File: config.mk
export PLATFORM = sky130hd
export DESIGN_NAME = lcd_scan_timer
export DESIGN_NICKNAME = d
export VERILOG_FILES = /design/src/rtl/lcd_scan_timer.sv
export SDC_FILE = /design/constraint.sdc
export NUM_CORES = 1
export LEC_CHECK = 0
export BUFFER_PORTS_ARGS = -buffer_cell sky130_fd_sc_hd__buf_2
export CAP_MARGIN = 10
export CORE_MARGIN = 2
export CORE_UTILIZATION = 45
export CTS_CLUSTER_SIZE = 12
export DETAILED_ROUTE_END_ITERATION = 8
export PLACE_DENSITY = 0.6
export SYNTH_ARGS = -nofsm -noshare
export SYNTH_HDL_FRONTEND = slang
export SYNTH_SLANG_ARGS = --single-unit
File: constraint.sdc
create_clock -name clk -period 5.8 [get_ports clk]
set_input_delay 0.87 -clock clk [delete_from_list [all_inputs] [get_ports clk]]
set_output_delay 0.87 -clock clk [all_outputs]
set_load 0.01 [all_outputs]
File: src/rtl/lcd_scan_timer.sv
module lcd_scan_timer #(
  parameter int HALF_TICKS  = 4,
  parameter int DELTA_TICKS = 2,
  parameter int HCLK_CYCLES = 82,
  parameter int HSTART_TICK = 96,
  parameter int VCLK_TICK   = 60,
  parameter int GATE_WIDTH  = 36,
  parameter int GATE_LEAD   = 7,
  parameter int UNIF_WIDTH  = 18,
  parameter int UNIF_LEAD   = 6,
  parameter int VSTART_TICK = 444,
  parameter int FIELD_LINES = 240,
  parameter int PAL_PERIOD  = 6,
  parameter int CNT_W       = 11,
  parameter int LINE_W      = 10
) (
  input  logic clk,
  input  logic rst,
  input  logic line_sync,
  input  logic field_sync,
  input  logic pal_sel,
  input  logic scan_lr,
  input  logic scan_tb,
  output logic h_start,
  output logic hclk_a,
  output logic hclk_b,
  output logic v_start,
  output logic v_clk,
  output logic gate_en,
  output logic unif_pulse,
  output logic pol_flag,
  output logic dir_h,
  output logic dir_v
);

  localparam int HH_W  = $clog2(2*HCLK_CYCLES + 1);
  localparam int SUB_W = $clog2(HALF_TICKS + 1);
  localparam int EC_W  = $clog2(FIELD_LINES + 1);
  localparam int PC_W  = (PAL_PERIOD > 1) ? $clog2(PAL_PERIOD) : 1;

  localparam logic [CNT_W-1:0]  CNT_MAX  = '1;
  localparam logic [LINE_W-1:0] LINE_MAX = '1;
  localparam logic [CNT_W-1:0]  GATE_ON  = CNT_W'(VCLK_TICK - GATE_LEAD - GATE_WIDTH - 1);
  localparam logic [CNT_W-1:0]  GATE_OFF = CNT_W'(VCLK_TICK - GATE_LEAD - 1);
  localparam logic [CNT_W-1:0]  UNIF_ON  = CNT_W'(VCLK_TICK - UNIF_LEAD - 1);
  localparam logic [CNT_W-1:0]  UNIF_OFF = CNT_W'(VCLK_TICK - UNIF_LEAD + UNIF_WIDTH - 1);
  localparam logic [CNT_W-1:0]  VCLK_AT  = CNT_W'(VCLK_TICK - 1);
  localparam logic [CNT_W-1:0]  VST_AT   = CNT_W'(VSTART_TICK - 1);
  localparam logic [SUB_W-1:0]  SUB_END  = SUB_W'(HALF_TICKS);
  localparam logic [HH_W-1:0]   HALF_END = HH_W'(2*HCLK_CYCLES);
  localparam logic [PC_W-1:0]   PC_LAST  = PC_W'(PAL_PERIOD - 1);
  localparam logic [EC_W-1:0]   EC_FULL  = EC_W'(FIELD_LINES);

  logic [CNT_W-1:0]  hcnt;
  logic [LINE_W-1:0] lcnt;
  logic [EC_W-1:0]   ecnt;
  logic [PC_W-1:0]   pcnt;
  logic [SUB_W-1:0]  hsub;
  logic [HH_W-1:0]   hhalf;
  logic              synced, field_pend, pal_q, hrun;

  logic [CNT_W-1:0] hbase_m1, hst_off_m1, hck_on_m1;
  assign hbase_m1   = CNT_W'(HSTART_TICK - 1) + (lcnt[0] ? CNT_W'(DELTA_TICKS) : '0);
  assign hst_off_m1 = hbase_m1 + CNT_W'(2*HALF_TICKS);
  assign hck_on_m1  = hbase_m1 + CNT_W'(HALF_TICKS);

  logic drop, live;
  assign drop = pal_q && (pcnt == PC_LAST);
  assign live = (lcnt != '0) && (ecnt < EC_FULL) && !drop;

  always_ff @(posedge clk) begin
    if (rst) begin
      hcnt <= '0; lcnt <= LINE_MAX; ecnt <= EC_FULL; pcnt <= '0;
      hsub <= '0; hhalf <= '0; hrun <= 1'b0;
      synced <= 1'b0; field_pend <= 1'b0; pal_q <= 1'b0;
      h_start <= 1'b0; hclk_a <= 1'b0; hclk_b <= 1'b1;
      v_start <= 1'b0; v_clk <= 1'b0; gate_en <= 1'b0; unif_pulse <= 1'b0;
      pol_flag <= 1'b0; dir_h <= 1'b0; dir_v <= 1'b0;
    end else begin
      dir_h <= scan_lr;
      dir_v <= scan_tb;
      if (line_sync) begin
        hcnt     <= '0;
        synced   <= 1'b1;
        pol_flag <= synced ? ~pol_flag : 1'b0;
        pal_q    <= pal_sel;
        h_start  <= 1'b0;
        hclk_a   <= 1'b0;
        hclk_b   <= 1'b1;
        hrun     <= 1'b0;
        if (field_pend) begin
          lcnt <= '0; pcnt <= '0; ecnt <= '0;
          field_pend <= 1'b0;
        end else begin
          if (lcnt != LINE_MAX) lcnt <= lcnt + 1'b1;
          pcnt <= (pcnt == PC_LAST) ? '0 : pcnt + 1'b1;
        end
      end else if (synced) begin
        if (hcnt != CNT_MAX) hcnt <= hcnt + 1'b1;

        if (hcnt == hbase_m1)   h_start <= 1'b1;
        if (hcnt == hst_off_m1) h_start <= 1'b0;

        if (hcnt == hck_on_m1) begin
          hclk_a <= 1'b1; hclk_b <= 1'b0;
          hrun <= 1'b1; hsub <= SUB_W'(1); hhalf <= HH_W'(1);
        end else if (hrun) begin
          if (hsub == SUB_END) begin
            hsub <= SUB_W'(1);
            if (hhalf == HALF_END) begin
              hrun <= 1'b0; hclk_a <= 1'b0; hclk_b <= 1'b1;
            end else begin
              hclk_a <= ~hclk_a; hclk_b <= ~hclk_b;
              hhalf <= hhalf + 1'b1;
            end
          end else begin
            hsub <= hsub + 1'b1;
          end
        end

        if (hcnt == GATE_ON && live) gate_en <= 1'b1;
        if (hcnt == GATE_OFF)        gate_en <= 1'b0;
        if (hcnt == UNIF_ON && live) unif_pulse <= 1'b1;
        if (hcnt == UNIF_OFF)        unif_pulse <= 1'b0;
        if (hcnt == VCLK_AT && live) begin
          v_clk <= ~v_clk;
          ecnt  <= ecnt + 1'b1;
        end
        if (hcnt == VST_AT) v_start <= (lcnt == '0);
      end
      if (field_sync) field_pend <= 1'b1;
    end
  end

  assert_reset_idle_R1: assert property (@(posedge clk)
    rst |=> (!h_start && !gate_en && !v_clk && !unif_pulse && !v_start &&
             !pol_flag && !hclk_a && hclk_b));

  assert_hclk_compl_R2: assert property (@(posedge clk) disable iff (rst)
    hclk_a != hclk_b);

  assert_hstart_setup_R4: assert property (@(posedge clk) disable iff (rst)
    $rose(h_start) |-> (!hclk_a && hclk_b));

  assert_hstart_hold_R4: assert property (@(posedge clk) disable iff (rst)
    $fell(h_start) |-> $fell(hclk_a));

  assert_pol_on_sync_R6: assert property (@(posedge clk) disable iff (rst)
    !$stable(pol_flag) |-> $past(line_sync));

  assert_vclk_window_R9: assert property (@(posedge clk) disable iff (rst)
    !$stable(v_clk) |-> (unif_pulse && !gate_en));

endmodule

Word-level counts from Yosys, hierarchy flattened

Cells that the tools add are included.

Add/subtract/negate cells: 9
Magnitude comparators: 1
Eq/ne operators: 16
Muxes and demuxes: 37
Bitwise logic cells: 5
Reductions and logical operators: 30

Operators with widths:

| operator                                                          | count |
|---|---|
| 8-bit two-way mux                                                 | 8 |
| 11-bit by 6-bit == test with 1-bit output (second input constant) | 3 |
| 11-bit by 9-bit == test with 1-bit output                         | 2 |
| 1-bit two-way mux                                                 | 21 |
| 3-bit AND reduction                                               | 7 |
| 10-bit two-way mux                                                | 2 |
| 2-bit nonzero test                                                | 9 |
| 8-bit by 1-bit adder with 8-bit output (second input constant)    | 2 |
| 3-bit two-way mux                                                 | 5 |
| 11-bit by 1-bit adder with 11-bit output (second input constant)  | 1 |
| 11-bit by 5-bit == test with 1-bit output (second input constant) | 1 |
| 11-bit by 7-bit == test with 1-bit output (second input constant) | 1 |
| 11-bit by 8-bit == test with 1-bit output                         | 1 |
| 11-bit by 9-bit == test with 1-bit output (second input constant) | 1 |
| 11-bit inequality test (second input constant)                    | 1 |
| 10-bit by 1-bit adder with 10-bit output (second input constant)  | 1 |
| 10-bit zero test                                                  | 1 |
| 10-bit inequality test (second input constant)                    | 1 |
| 10-bit nonzero test                                               | 1 |
| 8-bit by 3-bit adder with 9-bit output (second input constant)    | 1 |
| 8-bit by 4-bit adder with 9-bit output (second input constant)    | 1 |
| 7-bit by 2-bit adder with 8-bit output (first input constant)     | 1 |
| 8-bit == test (second input constant)                             | 1 |
| 8-bit less-than comparator (second input constant)                | 1 |
| 11 further kinds                                                  | 24 |

Flip-flop bits (word level): 57
Bits of input ports: 7
Output and inout port bits: 10
Logic and storage cells: 118

Logic depth before layout (Yosys ltp)

Depth in word-level cells: 8
Mapped depth: 8
Mapped depth without buffers: 7

Worst setup path before layout

Ideal clock, no wire load.

Path kind: input to register
Start: input port line_sync
End: register ecnt[4]
Library setup time: 0.122 ns
Data arrival time: 2.105 ns
Required time: 5.678 ns
Path slack: 3.573 ns
Cell stages on the path: 5
Buffers on the path: 0
Path through: nor3b_1 -> nand4_4 -> nor3_4 -> a31oi_1 -> a311o_1

Word-level cells in the longest chain between the ends: 2
Elaborated cells between the ends (all ways): 5
Classes of those cells: 1 x eq/ne; 1 x mux; 3 x reduce/logical

Ends and longest elaborated chain:

| item                                                                                             | line | source |
|---|---|---|
| start, declared                                                                                  | 19   | `input logic line_sync,` |
| 2-bit by 1-bit inequality test with 1-bit output (no line) or 2-bit nonzero test (tied branches) | -    |  |
| 3-bit AND reduction (no line)                                                                    | -    |  |
| end signal, assigned                                                                             | 127  | `ecnt <= ecnt + 1'b1;` |
| end, declared                                                                                    | 56   | `logic [EC_W-1:0] ecnt;` |

Several ways; a longest one is shown, not always the timed one.
A chain may end at the register's enable or synchronous reset.

Final worst setup path

Same ends and word-level chain as after synthesis.

==> impl_metrics.tcl <==
set metrics [dict create \
    net-switching-power_uw 229 \
    leakagePower_nw 1.26 \
    die_w_um 86.9 \
    ys_top_cells_by_area "dfxtp_1 (37%), nor2_1 (4.4%), a21oi_1 (4.2%)" \
    io_buffers 16 \
    initial_core_util 0.460 \
    worstSkewPairLatency_ns 0.33 \
    fin_worst_skew_ns 0.0104 \
    ctsResizeCount 0 \
    synth_most_common_cell "dfxtp_1" \
    ys.flop_type "dfxtp_1" \
    worst_setup_path_start_kind "input port" \
    grt_start_max_net_pins 41 \
    diodes 0 \
    ant_nets 0 \
    cp.required_ns 6.02 \
    netlist_area_um2 3090 \
    cellPowerDensity_nw_per_um2 269 \
    ys_ff_latch 57 \
    status "finished, final reports clean" \
    pwr-share-seq 0.474 \
    drv_slew 0 \
    dp.cells 438 \
    dp_hpwl_um 4410 \
    postSynthAreaPerCell_um2 8.61 \
    r2r_slack_ns 3.62 \
    period_minus_slack_ns 2.29 \
    core_area_um2 6720 \
    cts_setup_buffers 0 \
    die_y_um 86.9 \
    netlist_instances 359 \
    clk_pin_slew_worst_paths_ns 0.07 \
    ys_types 61 \
    fmax_ghz 0.436 \
    synth.top_cell.area_share 0.369 \
    crit_type "input port to flip-flop" \
    pin_count 17 \
    async_flop_share 0 \
    antenna_found_initial 0 \
    drive_gt1_frac 0.123 \
    yosys_warnings 0 \
    first_pass_iters 5 \
    min_period_over_period 0.395 \
    multi_input_area_um2 1810 \
    intPower_uw 683 \
    wl_per_cell_um 14.6 \
    gp_congestion 0.814 \
    fp-row-count 30 \
    vias_per_cell 5.78 \
    cap_violations 0 \
    critPathCaptureType "flip-flop" \
    cts_tree "done" \
    cts-root-buf "clkbuf_8" \
    crit_path_max_fanout 16 \
    rsz0062_at_grt "false" \
    whs_ns 0.480 \
    final_cell_count_no_fill 454 \
    die-area_um2 7550 \
    cp.arrival_ns 2.51 \
    cts_buffers 9 \
    tightestPinTransition_ns 0.734 \
    drt-total-wl_um 6610 \
    regArea_um2 1140 \
    hold_class "flip-flop to flip-flop" \
    nets 386 \
    synth-seq-area-share 0.369 \
    setup_viol 0 \
    htreeDepth 3 \
    grt_pass1_vias 2383 \
    grt_pass1_wl_um 11500 \
    via_count 2622 \
    grt-ovfl-total 0 \
    fillers 658 \
    drt_first_iter_violations 112 \
    synthesis.nets 376 \
    syn2layout_area_growth_pct 9.68 \
    clockBufferDepth 2 \
    hold_viol 0 \
    setup_tns_ns 0 \
    drc 0 \
    track_usage 0.190 \
    synth_edf_count 0 \
    yosys.area.top_type "dfxtp_1" \
    switching_share 0.251 \
    synth_top_cells_by_count "dfxtp_1 (57), nor2_1 (36), nand2_1 (29)" \
    cts_hold_buf 0 \
    p_clk_frac 0.428 \
    final_area_um2 3390 \
    relSlewSlack 0.511 \
    clock-sinks 57 \
    comb_power_share 0.098 \
    ir_drop_v 0.000134 \
    place_area_um2 3180 \
    total_power_uw 912 \
]
==> critical path, cell delays in order <==
cell and delay, ns:
buf_2 0.20, nor3b_1 0.42, nand4_4 0.20, nor3_4 0.37, a31oi_1 0.13, a311o_1 0.32
==> power groups by stage <==
stage / Combinational, mW / Sequential, mW / Clock, mW
after floorplan: 0.0807 / 0.429 / 0
after global placement: 0.0886 / 0.440 / 0
after detailed placement: 0.0902 / 0.440 / 0
after CTS: 0.0905 / 0.432 / 0.400
after global routing: 0.103 / 0.436 / 0.421
final: 0.0896 / 0.432 / 0.390
==> cell families (layout without fill, tap and decap cells) <==
| family | count (synthesis) | count (layout) | share of synthesized area |
|---|---|---|---|
| compound gates | 74 | 74 | 0.171 |
| flops | 57 | 57 | 0.369 |
| simple gates | 165 | 165 | 0.306 |
| xor+xnor | 16 | 16 | 0.0453 |
| fa+ha+maj | 10 | 10 | 0.0405 |
| mux | 7 | 7 | 0.0235 |
| buf+inv | 30 | 45 | 0.0445 |
==> flip-flops by register name, indices dropped and copies added (netlist names), 3 cells and up <==
signal  count
hcnt       11
lcnt       10
ecnt        8
hhalf       8
hsub        3
pcnt        3
==> layout make-up <==
| cell class | count | area share |
|---|---|---|
| clock inverter | 2 | 0.0103 |
| multi-input combinational | 272 | 0.535 |
| inverter | 13 | 0.0144 |
| tap | 80 | 0.0295 |
| clock buffer | 14 | 0.0509 |
| sequential | 57 | 0.337 |
| timing repair buffer | 16 | 0.0236 |
==> cell usage in the layout (no fill, tap or decap), types with 6 or more instances in the layout <==
cell,n
buf_2,16
ha_1,10
nor2_1,36
o21ai_0,10
a21oi_1,26
nand3b_1,6
nand4_1,13
inv_1,13
a211o_1,7
clkbuf_8,12
a21o_1,6
xnor2_1,13
nand2_1,29
and2_1,6
nor3_1,13
nand3_1,14
dfxtp_1,57
==> layer usage <==
| metal | up-vias | GRT usage | wire length [um] |
|---|---|---|---|
| met5 | - | 0 | 0 |
| met4 | 0 | 0.0838 | 111 |
| met3 | 9 | 0.0313 | 116 |
| met2 | 28 | 0.276 | 2920 |
| met1 | 1265 | 0.275 | 3470 |
| li1 | 1320 | - | - |
==> worst paths after layout <==
kind | startpoint | endpoint | depth (start not counted)
max | line_sync | ecnt[4] | 6
min | hsub[1] | hsub[1] | 2
max reg2reg | hcnt[1] | ecnt[4] | 6
min reg2reg | hsub[1] | hsub[1] | 2
==> metrics by stage <==
stage,setup slack [ns],util
final,3.51,0.504
after global routing,3.37,0.504
after CTS,3.53,0.504
after detailed placement,3.17,0.474
after global placement,3.22,0.474
after floorplan,3.57,-
Note: power is estimated with default switching activity, not from simulation.
